$ cat src/rtl/nibble_rx.sv
module nibble_rx #(
  parameter int TICK_DIV   = 4,
  parameter int IDLE_TICKS = 2000,
  parameter int RESP_TICKS = 6,
  parameter int CNT_W      = 8
) (
  input  logic             clk,
  input  logic             rst_n,
  input  logic             start,
  input  logic [CNT_W-1:0] req_count,
  input  logic             periph_ack_n,
  input  logic             stat_fault,
  input  logic             stat_sel,
  input  logic             stat_perr,
  input  logic             stat_busy,
  output logic             host_feed_n,
  output logic             host_selin_n,
  output logic             host_strobe_n,
  output logic [7:0]       out_data,
  output logic             out_valid,
  input  logic             out_ready,
  output logic             busy_o,
  output logic             done_o,
  output logic             err_o,
  output logic [CNT_W-1:0] bytes_o
);
  localparam int PW = (TICK_DIV > 1) ? $clog2(TICK_DIV) : 1;
  localparam int LW = (IDLE_TICKS > RESP_TICKS) ? IDLE_TICKS : RESP_TICKS;
  localparam int WW = $clog2(LW + 1);
  localparam logic [PW-1:0] PRE_LAST = PW'(TICK_DIV - 1);
  localparam logic [WW-1:0] W_IDLE = WW'(IDLE_TICKS);
  localparam logic [WW-1:0] W_RESP = WW'(RESP_TICKS);

  typedef enum logic [1:0] {S_IDLE, S_REQ, S_REL, S_OUT} st_t;

  st_t             st;
  logic            phase;
  logic [3:0]      lo;
  logic [PW-1:0]   pre;
  logic [WW-1:0]   wcnt;
  logic [CNT_W-1:0] target;
  logic [CNT_W-1:0] next_bytes;

  wire [3:0] nib    = {stat_busy, stat_perr, stat_sel, stat_fault};
  wire       tick   = (pre == PRE_LAST);
  wire       expire = tick && (wcnt == WW'(1));

  assign next_bytes    = bytes_o + CNT_W'(1);
  assign host_feed_n   = (st != S_REQ);
  assign host_selin_n  = 1'b1;
  assign host_strobe_n = 1'b1;
  assign out_valid     = (st == S_OUT);
  assign busy_o        = (st != S_IDLE);

  always_ff @(posedge clk or negedge rst_n) begin
    if (!rst_n) begin
      st       <= S_IDLE;
      phase    <= 1'b0;
      lo       <= '0;
      out_data <= '0;
      pre      <= '0;
      wcnt     <= '0;
      target   <= '0;
      bytes_o  <= '0;
      done_o   <= 1'b0;
      err_o    <= 1'b0;
    end else begin
      done_o <= 1'b0;
      case (st)
        S_IDLE: if (start) begin
          bytes_o <= '0;
          err_o   <= 1'b0;
          target  <= req_count;
          if (req_count == '0) done_o <= 1'b1;
          else begin
            st    <= S_REQ;
            phase <= 1'b0;
            pre   <= '0;
            wcnt  <= W_IDLE;
          end
        end
        S_REQ: begin
          if (!periph_ack_n) begin
            if (!phase) lo <= nib;
            else        out_data <= {nib, lo};
            st   <= S_REL;
            pre  <= '0;
            wcnt <= W_RESP;
          end else if (expire) begin
            st     <= S_IDLE;
            done_o <= 1'b1;
            err_o  <= 1'b1;
          end else begin
            pre <= tick ? '0 : pre + PW'(1);
            if (tick) wcnt <= wcnt - WW'(1);
          end
        end
        S_REL: begin
          if (periph_ack_n) begin
            if (!phase) begin
              phase <= 1'b1;
              st    <= S_REQ;
              pre   <= '0;
              wcnt  <= W_RESP;
            end else st <= S_OUT;
          end else if (expire) begin
            st     <= S_IDLE;
            done_o <= 1'b1;
            err_o  <= 1'b1;
          end else begin
            pre <= tick ? '0 : pre + PW'(1);
            if (tick) wcnt <= wcnt - WW'(1);
          end
        end
        default: if (out_ready) begin
          bytes_o <= next_bytes;
          if (next_bytes == target) begin
            st     <= S_IDLE;
            done_o <= 1'b1;
          end else begin
            st    <= S_REQ;
            phase <= 1'b0;
            pre   <= '0;
            wcnt  <= W_IDLE;
          end
        end
      endcase
    end
  end
endmodule

$ cat config.mk
export PLATFORM = sky130hd
export DESIGN_NAME = nibble_rx
export DESIGN_NICKNAME = d
export VERILOG_FILES = /design/src/rtl/nibble_rx.sv
export SDC_FILE = /design/constraint.sdc
export NUM_CORES = 1
export LEC_CHECK = 0
export BUFFER_PORTS_ARGS = -buffer_cell sky130_fd_sc_hd__clkbuf_2
export CAP_MARGIN = 20
export CELL_PAD_IN_SITES_DETAIL_PLACEMENT = 1
export CELL_PAD_IN_SITES_GLOBAL_PLACEMENT = 1
export CORE_AREA = 5 5 94 96
export CTS_BUF_LIST = sky130_fd_sc_hd__clkbuf_4 sky130_fd_sc_hd__clkbuf_8 sky130_fd_sc_hd__clkbuf_16
export DETAILED_ROUTE_END_ITERATION = 12
export DIE_AREA = 0 0 99 101
export PLACE_DENSITY = 0.63
export SYNTH_ARGS = -nofsm -noshare
export SYNTH_HDL_FRONTEND = slang
export SYNTH_SLANG_ARGS = --single-unit
$ cat constraint.sdc
create_clock -name clk -period 3.5 [get_ports clk]
set_input_delay 0.7 -clock clk [delete_from_list [all_inputs] [get_ports clk]]
set_output_delay 0.7 -clock clk [all_outputs]
set_load 0.05 [all_outputs]
==> impl_metrics.json, run 1 <==
{
  "status": "completed",
  "ys_seq_area_frac": 0.4303,
  "syn_inst": 283,
  "grt_pass1_vias": 2290,
  "maxCapViolations": 0,
  "dr.pass1.iters": 4,
  "synth_top_family_by_area": "simple AND/OR/NAND/NOR gates",
  "routed_wl_mm": 6.787,
  "drt_iter0_drc": 49,
  "start_util": 0.3357,
  "synth-compound-area-share": 0.1656,
  "fin_tns_setup_ns": 0,
  "post_cts_buffers": 0,
  "viasPerCell": 5.160,
  "synthSimpleGateAreaFrac": 0.1899,
  "dp_hpwl_mm": 5.220,
  "yosysTopAreaCell": "dfrtp_1",
  "antenna_found_initial": 0,
  "critPathLaunchType": "register",
  "finalSetupViolations": 0,
  "h-tree-depth": 2,
  "placement.io_buffers": 37,
  "fp.coreArea_mm2": 0.007969,
  "final_core_util": 0.3814,
  "final_hold_viol_count": 0,
  "num_vias": 2193,
  "routabilityCongestion": 0.8003,
  "rows": 33,
  "tritoncts": "yes",
  "end_kind": "register",
  "synth_most_common_cell": "dfrtp_1",
  "die-width_um": 99,
  "cts_resized": 0,
  "syn_avg_cell_area_um2": 9.453,
  "gr-total-overflow": 0,
  "clockBufferDepth": 2,
  "die-height_um": 101,
  "hold_buffers": 0,
  "grt_pass1_wl_mm": 11.60,
  "async_flop_share": 1.000,
  "antenna_cells": 0,
  "synth-xor-area-share": 0.03227,
  "synth_area_leaders": "dfrtp_1, mux2_2, o21ai_0",
  "cp.arrival_ns": 3.14,
  "fin_nets": 344,
  "numCtsBuffers": 5,
  "peakVddDrop_v": 0.0003576,
  "timing.fmax_mhz": 341.4,
  "power_density_mw_per_mm2": 941.7,
  "netlist_area_mm2": 0.002675,
  "insertion_delay_ns": 0.31,
  "finClkSkew_ns": 0.005622,
  "synthAdderAreaFrac": 0.03742,
  "worst-setup-path-type": "reg -> reg",
  "synthTopCellsByCount": "dfrtp_1, nand2_1, nor2_1",
  "synth-main-ff-cell": "dfrtp_1",
  "clkTransAtPathRegs_ns": 0.10,
  "ys_types": 54,
  "r2r_cells": 8,
  "design.die.area_mm2": 0.009999,
  "top_level_ports": 40,
  "hold_class": "in -> async",
  "p_leak_nw": 1.339,
  "crit_required_ns": 3.71,
  "slew-limit-headroom": 0.4174,
  "period_minus_slack_ns": 2.929,
  "fin_crit_sh": 0.8369,
  "rsz0062_at_grt": "no",
  "tightest_slew_ns": 0.8739,
  "area_delta_synth_final_pct": 13.61,
  "muxShareOfSynthArea": 0.1076,
  "synth_seq_cells": 46,
  "synth_top_area_share": 0.4303,
  "drive_above_1_share": 0.2438,
  "grt_max_degree": 25,
  "grt_usage": 0.1443,
  "cts_num_sinks": 46,
  "postRouteAntennaNets": 0,
  "ys_warn_count": 0,
  "wire_per_inst_um": 15.97,
  "crit_fanout": 23,
  "cts_root_buffer": "clkbuf_8",
  "synth_edf_count": 0,
  "drc": 0,
  "finalMaxSlewViolations": 0
}
cell type report:
| cell class | instances | area (µm²) |
|---|---|---|
| fill | 952 | 4930 |
| multi-input combinational | 219 | 1433 |
| sequential | 46 | 1151 |
| timing repair buffer | 38 | 192.7 |
| tap | 105 | 131.4 |
| clock buffer | 5 | 68.82 |
| inverter | 9 | 33.78 |
| clock inverter | 3 | 28.78 |
layout by cell type (no fill, tap or decap), types with 3 or more instances in the layout:
master and n:
dfrtp_1 46, clkbuf_2 37, nand2_1 30, nor2_1 26
o21ai_0 25, mux2_2 22, nor3_1 20, a21oi_1 16
inv_1 8, nor4_1 8, ha_1 8, xnor2_1 6
nand3_1 6, clkbuf_8 5, mux2i_1 4, a21o_1 3
logic make-up after synthesis:
family | count (synthesis)
and+or+nand+nor | 106
DFF | 46
xor gates and xnor gates | 9
buffers and inverters | 19
muxes | 26
other | 1
AOI/OAI and AO/OA | 68
adders and majority gates | 8
report_power, final:
group,leakage (nW),switching (mW),internal (mW),total (mW)
combinational,0.706,1.01,0.531,1.54
sequential,0.582,0.211,0.748,0.959
clock,0.0506,0.216,0.150,0.366
worst max-delay path, stage by stage (launching register included):
cell and delay (ns):
dfrtp_1 0.48, ha_1 0.25, and3_1 0.32, nand3_1 0.16, nor3_1 0.24, o311ai_1 0.17, o21bai_2 0.70, nor2_1 0.19
a32o_1 0.30
stage by stage:
step           setup slack, ns  hold slack, ns  std cells  power, mW  instance area (µm²)
4_1_cts                 0.5313          0.4172        425      2.901                 3039
6_report                0.5709          0.3894        425      2.862                 3039
2_1_floorplan           0.9346          0.4044        284      2.141                 2679
5_1_grt                 0.2242          0.4429        425      3.101                 3039
3_5_place_dp            0.5589          0.4969        417      2.526                 2942
3_3_place_gp            0.6601          0.4805        417      2.489                 2942
flip-flops by register name (all words and copies together), names as in the netlist:
| name | flops |
|---|---|
| done_o | 1 |
| out_data | 8 |
| target | 8 |
| st | 2 |
| pre | 2 |
| err_o | 1 |
| phase | 1 |
| lo | 4 |
| wcnt | 11 |
| bytes_o | 8 |
routing by layer:
metal | vias to the layer above | routed length, µm | GRT usage
met5 | - | 0 | 0
met4 | 0 | 30 | 0.03151
met3 | 5 | 154 | 0.02630
met2 | 27 | 3278 | 0.2423
met1 | 1074 | 3324 | 0.1942
li1 | 1087 | - | -
final timing paths:
path | from | to | slack [ns]
worst max-delay path | bytes_o[0] | pre[1] | 0.57
worst min-delay path | rst_n | wcnt[7] | 0.39
worst max register to register | bytes_o[0] | pre[1] | 0.57
worst min register to register | lo[0] | lo[0] | 0.52
max in group asynchronous | rst_n | bytes_o[6] | 2.36
min in group clk | lo[0] | lo[0] | 0.52
(Power assumes the default switching activity.)
==> inputs of run 2 (changes only) <==
--- a/config.mk
+++ b/config.mk
@@ -13,7 +13,7 @@
 export CTS_BUF_LIST = sky130_fd_sc_hd__clkbuf_4 sky130_fd_sc_hd__clkbuf_8 sky130_fd_sc_hd__clkbuf_16
 export DETAILED_ROUTE_END_ITERATION = 12
 export DIE_AREA = 0 0 99 101
-export PLACE_DENSITY = 0.63
+export PLACE_DENSITY = 0.65
 export SYNTH_ARGS = -nofsm -noshare
 export SYNTH_HDL_FRONTEND = slang
 export SYNTH_SLANG_ARGS = --single-unit
==> constraint.sdc (replaced) <==
create_clock -name clk -period 2.4 [get_ports clk]
set_input_delay 0.48 -clock clk [delete_from_list [all_inputs] [get_ports clk]]
set_output_delay 0.48 -clock clk [all_outputs]
set_load 0.05 [all_outputs]
==> impl_metrics.json, run 2 (synthesis gave the netlist of run 1 again) <==
{
  "status": "completed",
  "cts_num_sinks": 46,
  "timing.fmax_mhz": 446.4,
  "crit_required_ns": 2.60,
  "grt_pass1_vias": 2458,
  "rsz0062_at_grt": "no",
  "die-height_um": 101,
  "largest_register_ffs": 11,
  "drive_above_1_share": 0.3097,
  "h-tree-depth": 2,
  "gr-total-overflow": 0,
  "design.die.area_mm2": 0.009999,
  "multi_input_area_mm2": 0.001465,
  "worst-setup-path-type": "reg -> reg",
  "dp_worst_setup_slack_ns": -0.006118,
  "start_util": 0.3357,
  "hold_ws_ns": 0.1808,
  "grt_max_degree": 25,
  "num_vias": 2285,
  "fillers": 942,
  "finalMaxSlewViolations": 0,
  "tritoncts": "yes",
  "antenna_found_initial": 0,
  "finClkSkew_ns": 0.008320,
  "regArea_mm2": 0.001155,
  "area_delta_synth_final_pct": 20.77,
  "slew-limit-headroom": 0.5518,
  "grt_pass1_wl_mm": 12.21,
  "rr_endpoint": "wcnt[9]",
  "drc": 0,
  "top_level_ports": 40,
  "routabilityCongestion": 0.7594,
  "top_register": "wcnt",
  "post_cts_buffers": 0,
  "postRouteAntennaNets": 0,
  "fin_nets": 363,
  "clockBufferDepth": 2,
  "crit_fanout": 8,
  "insertion_delay_ns": 0.31,
  "wire_per_inst_um": 16.16,
  "critPathLaunchType": "register",
  "cp.arrival_ns": 2.44,
  "dr.pass1.iters": 4,
  "p_leak_nw": 1.432,
  "grt_usage": 0.1499,
  "peakVddDrop_v": 0.0006485,
  "clkTransAtPathRegs_ns": 0.11,
  "power_density_mw_per_mm2": 1385,
  "fp.coreArea_mm2": 0.007969,
  "fin_crit_sh": 0.9335,
  "routed_wl_mm": 7.173,
  "dp_hpwl_mm": 5.543,
  "layout_commonest_cell": "dfrtp_1",
  "finalSetupViolations": 0,
  "viasPerCell": 5.146,
  "tightest_slew_ns": 0.6722,
  "drt_iter0_drc": 42,
  "timing.rr.start": "st[1]",
  "period_minus_slack_ns": 2.240,
  "end_kind": "register",
  "fin_tns_setup_ns": 0,
  "setup_ws_ns": 0.1596,
  "maxCapViolations": 0,
  "antenna_cells": 0,
  "placement.io_buffers": 37,
  "cts_root_buffer": "clkbuf_8",
  "final_hold_viol_count": 0,
  "die-width_um": 99,
  "layout_common_cells": "dfrtp_1, clkbuf_2, nand2_1, nor2_1, o21ai_0",
  "numCtsBuffers": 5,
  "rows": 33,
  "rrSetupSlack_ns": 0.16,
  "hold_class": "in -> async",
  "r2r_cells": 10
}
## run 2: cell types whose count changed in the layout (fill, tap and decap cells not counted), sizes merged
cell | previous run | this run
buf | 1 | 20
## run 2: layer usage
metal  track usage  share of wire  up-vias
met2        0.2645           0.52       32
met4       0.03782          0.010        0
met3       0.02215          0.025        8
met5             0              0        -
met1        0.1924           0.45     1119
li1              -              -     1126
## run 2: how the worst max path moves through the flow
stage                          end  slack (ns)       start  cells past startpoint
after floorplan           wcnt[10]       0.005  bytes_o[0]                     10
after global placement     wcnt[9]        0.04  bytes_o[0]                     10
after detailed placement   wcnt[8]      -0.006  bytes_o[0]                     10
after CTS                  wcnt[9]       0.005  bytes_o[0]                     10
after global routing       wcnt[8]        0.02       st[1]                     10
final                      wcnt[9]        0.16       st[1]                     10
## run 2: report_power, final
group | internal, mW | total [mW] | switching [mW] | leakage [nW]
clock | 0.219 | 0.533 | 0.314 | 0.0506
sequential | 1.10 | 1.37 | 0.277 | 0.579
combinational | 0.970 | 2.57 | 1.60 | 0.803
total | 2.28 | 4.47 | 2.19 | 1.43
## run 2: per-stage QoR
stage | total power, mW | area [µm²] | std cells | utilization
finish | 4.473 | 3231 | 444 | 0.4054
global route | 4.821 | 3231 | 444 | 0.4054
CTS | 4.495 | 3209 | 444 | 0.4027
detailed placement | 3.921 | 3099 | 436 | 0.3889
global placement | 3.859 | 3099 | 436 | 0.3889
floorplan | 3.125 | 2681 | 284 | -
## run 2: cell type report
cell class,count,share of cell area
multi-input combinational,219,0.4535
sequential,46,0.3575
timing repair buffer,57,0.1077
tap,105,0.04067
clock buffer,5,0.02130
inverter,9,0.01046
clock inverter,3,0.008908
## run 2: timing repair
action                                  in CTS  in global routing
resized for setup                            2                  8
endpoints found under the setup margin       9                 12
hold endpoints to repair                     0                  0
hold buffers                                 0                  0
pin swaps                                    0                  2
## run 2: critical path, stage by stage (launching register included)
cell and delay (ns):
dfrtp_1 0.46, inv_1 0.11, ha_1 0.30, nor2_1 0.17, a22oi_1 0.22, nand2_1 0.08, o21bai_2 0.21, buf_4 0.16
buf_4 0.15, o21ai_0 0.15, o21ai_0 0.10
